`config.mk`:
```
export PLATFORM = sky130hd
export DESIGN_NAME = serial_cfg_loader
export DESIGN_NICKNAME = d
export VERILOG_FILES = /design/src/rtl/cfg_loader_pkg.sv /design/src/rtl/cfg_sync.sv /design/src/rtl/cfg_edge.sv /design/src/rtl/cfg_shifter.sv /design/src/rtl/cfg_wordbank.sv /design/src/rtl/serial_cfg_loader.sv
export SDC_FILE = /design/constraint.sdc
export NUM_CORES = 1
export LEC_CHECK = 0
export BUFFER_PORTS_ARGS = -buffer_cell sky130_fd_sc_hd__buf_2
export CAP_MARGIN = 25
export CORE_ASPECT_RATIO = 0.6
export CORE_MARGIN = 2
export CORE_UTILIZATION = 39
export CTS_CLUSTER_DIAMETER = 30
export DETAILED_ROUTE_END_ITERATION = 10
export HOLD_SLACK_MARGIN = 0.1
export MAX_ROUTING_LAYER = met4
export PLACE_DENSITY = 0.7
export SYNTH_ARGS = -nofsm -noshare
export SYNTH_HDL_FRONTEND = slang
export SYNTH_SLANG_ARGS = --single-unit
```
`constraint.sdc`:
```
create_clock -name clk -period 1.4 [get_ports clk]
set_input_delay 0.14 -clock clk [delete_from_list [all_inputs] [get_ports clk]]
set_output_delay 0.14 -clock clk [all_outputs]
set_load 0.005 [all_outputs]
```
`src/rtl/cfg_loader_pkg.sv`:
```
package cfg_loader_pkg;
  localparam int FRAME_W_DEF     = 22;
  localparam int ADDR_W_DEF      = 2;
  localparam int SYNC_STAGES_DEF = 2;

  // rising-edge detect of a sampled level against its previous value
  function automatic logic level_rise(input logic cur, input logic prev);
    return cur & ~prev;
  endfunction
endpackage

```
`src/rtl/cfg_sync.sv`:
```
module cfg_sync #(
  parameter int W      = 1,
  parameter int STAGES = 2
) (
  input  logic         clk,
  input  logic         rst_n,
  input  logic [W-1:0] din,
  output logic [W-1:0] dout
);
  logic [W-1:0] chain [STAGES];

  always_ff @(posedge clk or negedge rst_n) begin
    if (!rst_n) chain[0] <= '0;
    else        chain[0] <= din;
  end

  for (genvar s = 1; s < STAGES; s++) begin : g_stage
    always_ff @(posedge clk or negedge rst_n) begin
      if (!rst_n) chain[s] <= '0;
      else        chain[s] <= chain[s-1];
    end
  end

  assign dout = chain[STAGES-1];
endmodule

```
`src/rtl/cfg_edge.sv`:
```
module cfg_edge
  import cfg_loader_pkg::*;
#(
  parameter int W = 1
) (
  input  logic         clk,
  input  logic         rst_n,
  input  logic [W-1:0] lvl,
  output logic [W-1:0] rise
);
  logic [W-1:0] lvl_d;

  always_ff @(posedge clk or negedge rst_n) begin
    if (!rst_n) lvl_d <= '0;
    else        lvl_d <= lvl;
  end

  for (genvar i = 0; i < W; i++) begin : g_bit
    assign rise[i] = level_rise(lvl[i], lvl_d[i]);
  end
endmodule

```
`src/rtl/cfg_shifter.sv`:
```
module cfg_shifter #(
  parameter int FRAME_W = 22
) (
  input  logic               clk,
  input  logic               rst_n,
  input  logic               shift_en,
  input  logic               bit_in,
  output logic [FRAME_W-1:0] frame_q
);
  function automatic logic [FRAME_W-1:0] push_lsb(input logic [FRAME_W-1:0] cur,
                                                  input logic b);
    return {cur[FRAME_W-2:0], b};
  endfunction

  always_ff @(posedge clk or negedge rst_n) begin
    if (!rst_n)        frame_q <= '0;
    else if (shift_en) frame_q <= push_lsb(frame_q, bit_in);
  end
endmodule

```
`src/rtl/cfg_wordbank.sv`:
```
module cfg_wordbank #(
  parameter int FRAME_W   = 22,
  parameter int ADDR_W    = 2,
  localparam int PAYLOAD_W = FRAME_W - ADDR_W,
  localparam int NUM_WORDS = 1 << ADDR_W
) (
  input  logic                           clk,
  input  logic                           rst_n,
  input  logic                           commit,
  input  logic [FRAME_W-1:0]             frame,
  output logic [NUM_WORDS-1:0]           wr_en,
  output logic [NUM_WORDS*PAYLOAD_W-1:0] words
);
  function automatic logic [NUM_WORDS-1:0] decode(input logic [ADDR_W-1:0] a,
                                                  input logic en);
    logic [NUM_WORDS-1:0] v;
    v = '0;
    v[a] = en;
    return v;
  endfunction

  logic [ADDR_W-1:0]    addr_f;
  logic [PAYLOAD_W-1:0] payload_f;

  assign addr_f    = frame[ADDR_W-1:0];
  assign payload_f = frame[FRAME_W-1:ADDR_W];
  assign wr_en     = decode(addr_f, commit);

  for (genvar k = 0; k < NUM_WORDS; k++) begin : g_word
    always_ff @(posedge clk or negedge rst_n) begin
      if (!rst_n)        words[k*PAYLOAD_W +: PAYLOAD_W] <= '0;
      else if (wr_en[k]) words[k*PAYLOAD_W +: PAYLOAD_W] <= payload_f;
    end
  end
endmodule

```
`src/rtl/serial_cfg_loader.sv`:
```
module serial_cfg_loader
  import cfg_loader_pkg::*;
#(
  parameter int FRAME_W     = FRAME_W_DEF,
  parameter int ADDR_W      = ADDR_W_DEF,
  parameter int SYNC_STAGES = SYNC_STAGES_DEF,
  localparam int PAYLOAD_W  = FRAME_W - ADDR_W,
  localparam int NUM_WORDS  = 1 << ADDR_W
) (
  input  logic                           clk,
  input  logic                           rst_n,
  input  logic                           ser_clk,
  input  logic                           ser_data,
  input  logic                           ser_strobe,
  output logic [NUM_WORDS*PAYLOAD_W-1:0] cfg_words
);
  logic [2:0]           bus_s;
  logic                 data_s;
  logic [1:0]           edges;
  logic                 sclk_rise;
  logic                 strobe_rise;
  logic [FRAME_W-1:0]   shift_q;
  logic [NUM_WORDS-1:0] wr_en;

  cfg_sync #(.W(3), .STAGES(SYNC_STAGES)) u_sync (
    .clk  (clk),
    .rst_n(rst_n),
    .din  ({ser_strobe, ser_clk, ser_data}),
    .dout (bus_s)
  );

  assign data_s = bus_s[0];

  cfg_edge #(.W(2)) u_edge (
    .clk  (clk),
    .rst_n(rst_n),
    .lvl  (bus_s[2:1]),
    .rise (edges)
  );

  assign sclk_rise   = edges[0];
  assign strobe_rise = edges[1];

  cfg_shifter #(.FRAME_W(FRAME_W)) u_shift (
    .clk     (clk),
    .rst_n   (rst_n),
    .shift_en(sclk_rise),
    .bit_in  (data_s),
    .frame_q (shift_q)
  );

  cfg_wordbank #(.FRAME_W(FRAME_W), .ADDR_W(ADDR_W)) u_bank (
    .clk   (clk),
    .rst_n (rst_n),
    .commit(strobe_rise),
    .frame (shift_q),
    .wr_en (wr_en),
    .words (cfg_words)
  );
endmodule

```
# ---- After elaboration in Yosys (flattened, before gate mapping)
# Index checks and enable logic that the tools add are counted.
dict set report word_totals {
  rom_bits 0
  latch_bits 0
  elab_cells 18
  output_inout_bits 80
  memories 0
  ram_bits 0
  inputBits 5
  register_bits 110
}
dict set report op_classes {
  eq_ne 0
  mux 2
  div 0
  n_bitwise 5
  n_lt_le_gt_ge 2
  n_mul 0
  shift 0
  reduce_logical 1
  addsub 0
}
# op n
set op_table {}
lappend op_table {{$and A4 B4 Y4} 1}
lappend op_table {{$lt A2 B3 Y1 const B} 1}
lappend op_table {{$and A1 B1 Y1} 2}
lappend op_table {{$demux W1 S2} 1}
lappend op_table {{$ge A2 B1 Y1 const B} 1}
lappend op_table {{$not A1 Y1} 2}
lappend op_table {{$logic_and A1 B1 Y1} 1}
lappend op_table {{$mux W1} 1}

# ---- Longest topological paths before layout
dict set report depth {
  depth_word 5
  ltp_mapped 3
  depth_no_buf 2
}

# ---- Modules after synthesis
# From an unflattened synthesis, not the netlist that was laid out.
dict set report unflattened {
  cells_unflattened 234
  area_unflattened_um2 4062.6
}
# mod n_inst cells_each area_each_um2
set by_module_without_submodules {}
lappend by_module_without_submodules {cfg_wordbank 1 175 2991.6}
lappend by_module_without_submodules {cfg_shifter 1 46 820.8}
lappend by_module_without_submodules {cfg_sync 1 9 172.7}
lappend by_module_without_submodules {cfg_edge 1 4 77.6}

# ---- Worst setup path before layout
# OpenSTA, ideal clock, no wires.
dict set report synth_path {
  path_kind {reg2reg}
  from {register u_shift.frame_q[1]}
  to {register u_bank.words[0]}
  path_slack_ns 0.033
  t_arrival_ns 1.242
  period_less_slack_ns 1.367
  stages_incl_launch_ff 4
  path_cell_list {dfrtp_1 nor4b_4 buf_6 mux2_2}
}
dict set report synth_between {
  elab_chain_len 5
  word_cells_on_any_way 6
  cone_classes {order compare: 2; mux: 2; bitwise: 1; reduce/logical: 1}
}
# element line
set synth_rtl {}
lappend synth_rtl {{from (decl)} cfg_shifter.sv:8} ;# output logic [FRAME_W-1:0] frame_q
lappend synth_rtl {{from (signal assigned)} cfg_shifter.sv:17} ;# else if (shift_en) frame_q <= push_lsb(frame_q, bit_in);
lappend synth_rtl {{$lt A2 B3 Y1 (implied by the code) or $ge A2 B1 Y1 (tied branches)} cfg_wordbank.sv:18} ;# v[a] = en;
lappend synth_rtl {{$logic_and A1 B1 Y1 (implied by the code)} cfg_wordbank.sv:18}
lappend synth_rtl {{$mux W1 (implied by the code)} cfg_wordbank.sv:18}
lappend synth_rtl {{$demux W1 S2 *} -}
lappend synth_rtl {{$and A4 B4 Y4 (no source line) *} -}
lappend synth_rtl {{to (signal, indexed assignment)} cfg_wordbank.sv:32} ;# else if (wr_en[k]) words[k*PAYLOAD_W +: PAYLOAD_W] <= payload_f;
lappend synth_rtl {{to (decl)} cfg_wordbank.sv:12} ;# output logic [NUM_WORDS*PAYLOAD_W-1:0] words
# Every way passes the cells marked *; elsewhere a longest branch is shown, timed or not.
# A chain may end at the register's enable or synchronous reset.

# ---- Final worst setup path
dict set report layout_path {
  from {register u_shift.frame_q[0]}
  to {register u_bank.words[3]}
}
# The elaborated chain is that of the path after synthesis.

==> impl_results.md <==
* Count of cell types in the netlist at 10
* Detail Placement HPWL at 5680 um
* Sink Count at 110
* Leading cell type in the layout, fill and taps excluded: dfrtp_1
* Critical path class: reg2reg
* Slowest CP cell: dfrtp_2
* Outcome: complete, but fails checks
* Post-synthesis sequential area ratio at 64.90%
* Post-Syn Nets at 232
* GPL Wtd Cong at 0.7198
* Vias per cell at 4.776
* Max Buffers Root-to-Sink at 2
* Period minus WS final at 1.495 ns
* Post-Syn Instances at 227
* H-tree level count at 3
* GRT Max-Usage Layer: met2
* Vias in the first global route at 2,408
* FP Rows at 29
* CP max FO at 8
* CP cell instances: nor4b_4 -> buf_4 -> clkbuf_16 -> mux2_2
* Leakage at 2.809 nW
* Commonest cells after routing, fill and taps aside: 108 x dfrtp_1, 83 x buf_2, 58 x mux2_4
* Initial Util at 40.03%
* Hold crit path type: in2async
* Via count at 2,302
* CTS Buf Count at 9
* First-pass DRT Iterations at 4
* Pwr Total at 9.480 mW
* I/O pin cnt at 85
* Finished Core Util at 51.46%
* First-pass GRT wire length at 13,520 um
* Chip Width at 138.6 um
* M3 GR Usage at 4.621%
* Met1 usage at 21.40%
* Worst VDD drop at 0.9184 mV
* Fin Setup TNS at -3.063 ns
* Worst-path clk slew at 0.07 ns
* Diodes inserted at 0
* CTS tree: yes
* CP Data Arrival Time at 1.72 ns
* Fraction of layout cells with a size suffix above 1 at 66.47%
* Final period utilization at 106.8%
* Drt drc at 0
* First DRT Iteration DRCs at 64
* Largest net degree at the start of global routing at 39
* Yosys warnings at 0
* Fin area at 5453 um^2
* RSZ-0062 raised after global routing: yes
* Clock Skews at 0.005920 ns
* Antenna violations before repair at 0
* F_max at 668.8 MHz
* #FFs+latches synth at 110
* Root buffer cell: clkbuf_16
* Final setup fails at 58
* CP Buf/Inv Count at 2
* CP delay by family, top: flip-flops
* GR Overflow Total at 0
* Failing checks: setup timing
* Core Footprint at 10,600 um^2
* Worst slew margin at 76.25%
* Final ANT Viol Nets at 0
* Final hold violations at 0
* Die H at 84.78 um
* Syn-to-layout area delta at 28.55%
* Total track usage at 15.43%
* Final Worst Setup Slack at -0.09526 ns
* GR Util met2 at 22.37%
* CP Capture Type: flop
* Pins Over Slew Limit at 0
* P per Cell Area at 1739 nW/um^2
* Port Buf Inserts at 84
* Worst-Skew Late Latency at 0.34 ns
* Synthesized area at 4242 um^2
* Max-cap violations at 0
* Nets@finish at 343
* Placed Area at 4943 um^2
* Slew @ Worst Pin at 0.3563 ns
* Worst Setup Start Kind: flop
* Routed WL at 8835 um
* Crit path required time at 1.63 ns
* DR WL/cell at 18.33 um
* Die footprint at 11,750 um^2
* Syn Area/Cell at 18.69 um^2
* Largest stage delay, worst path at 0.45 ns
-- final timing paths --
check / from / end / slack (ns) / cells past startpoint
worst max-delay path: u_shift.frame_q[0]$_DFFE_PN0P_ / u_bank.words[3]$_DFFE_PN0P_ / -0.1 / 4
worst min-delay path: rst_n / u_bank.words[23]$_DFFE_PN0P_ / 0.25 / 2
worst max register to register: u_shift.frame_q[0]$_DFFE_PN0P_ / u_bank.words[3]$_DFFE_PN0P_ / -0.1 / 4
worst min register to register: u_sync.chain[5]$_DFF_PN0_ / u_sync.dout[2]$_DFF_PN0_ / 0.35 / 0
max in group asynchronous: rst_n / u_bank.words[56]$_DFFE_PN0P_ / 0.58 / 3
min in group clk: u_sync.chain[5]$_DFF_PN0_ / u_sync.dout[2]$_DFF_PN0_ / 0.35 / 0
-- synth_stat cells --
cell type	instances	share of area, %
buf_2	2	0.24
nor4b_4	1	0.56
buf_6	8	2.1
mux2_4	45	16
dfrtp_1	110	65
nand4b_1	1	0.21
nor2b_1	1	0.15
and4bb_4	2	0.77
mux2_2	56	15
mux2_1	1	0.27
-- worst reg2reg max path, stage by stage (launching register included) --
cell       delay [ns]
dfrtp_2          0.45
nor4b_4          0.25
buf_4            0.18
clkbuf_16        0.17
mux2_2           0.33
-- state kept, by name (all words and copies together), names as in the netlist --
register and cells:
u_bank.words 80, u_shift.frame_q 22, u_sync.chain 3, u_sync.dout 3, u_edge.lvl_d 2
-- cells by family (layout without fill, tap and decap cells) --
family	count (synthesis)	after routing	share of synthesized area [%]
DFF	110	110	64.90
buffers and inverters	10	126	2.360
and+or+nand+nor	5	5	1.681
muxes	102	102	31.06
-- where the power goes --
group	internal (mW)	switching, mW
Clock	1.45	1.09
Sequential	4.03	0.714
Combinational	1.47	0.723
-- layout make-up --
| cell class | instances | area (um^2) |
|---|---|---|
| well taps | 139 | 173.9 |
| flip-flops and latches | 110 | 2755 |
| multi-input cells | 107 | 1440 |
| clock buffers | 12 | 246.5 |
| repair buffers | 110 | 782.0 |
| clock inverters | 4 | 55.05 |
| fillers | 914 | 5142 |
-- routing by layer --
| layer | vias up | wire length [um] |
|---|---|---|
| li1 | 1027 | - |
| met1 | 1205 | 4384 |
| met5 | - | 0 |
| met3 | 10 | 389 |
| met2 | 60 | 3964 |
| met4 | 0 | 96 |
-- timing repair --
item | 4_1_cts | 5_1_grt
pin swaps | 1 | 0
hold endpoints to repair | 95 | 0
gates cloned | 0 | 3
hold buffers | 4 | 0
resized for setup | 11 | 11
setup buffers | 0 | 2
endpoints found under the setup margin | 73 | 73
-- through the flow --
step	worst slack (ns)	std cells	hold slack [ns]
after floorplan	0.03291	227	-0.1556
after global placement	-0.04141	457	0.07679
after detailed placement	-0.08842	457	0.08114
after CTS	-0.07466	477	0.2532
after global routing	-0.1252	482	0.2776
final	-0.09526	482	0.2505
(Power assumes the default switching activity.)
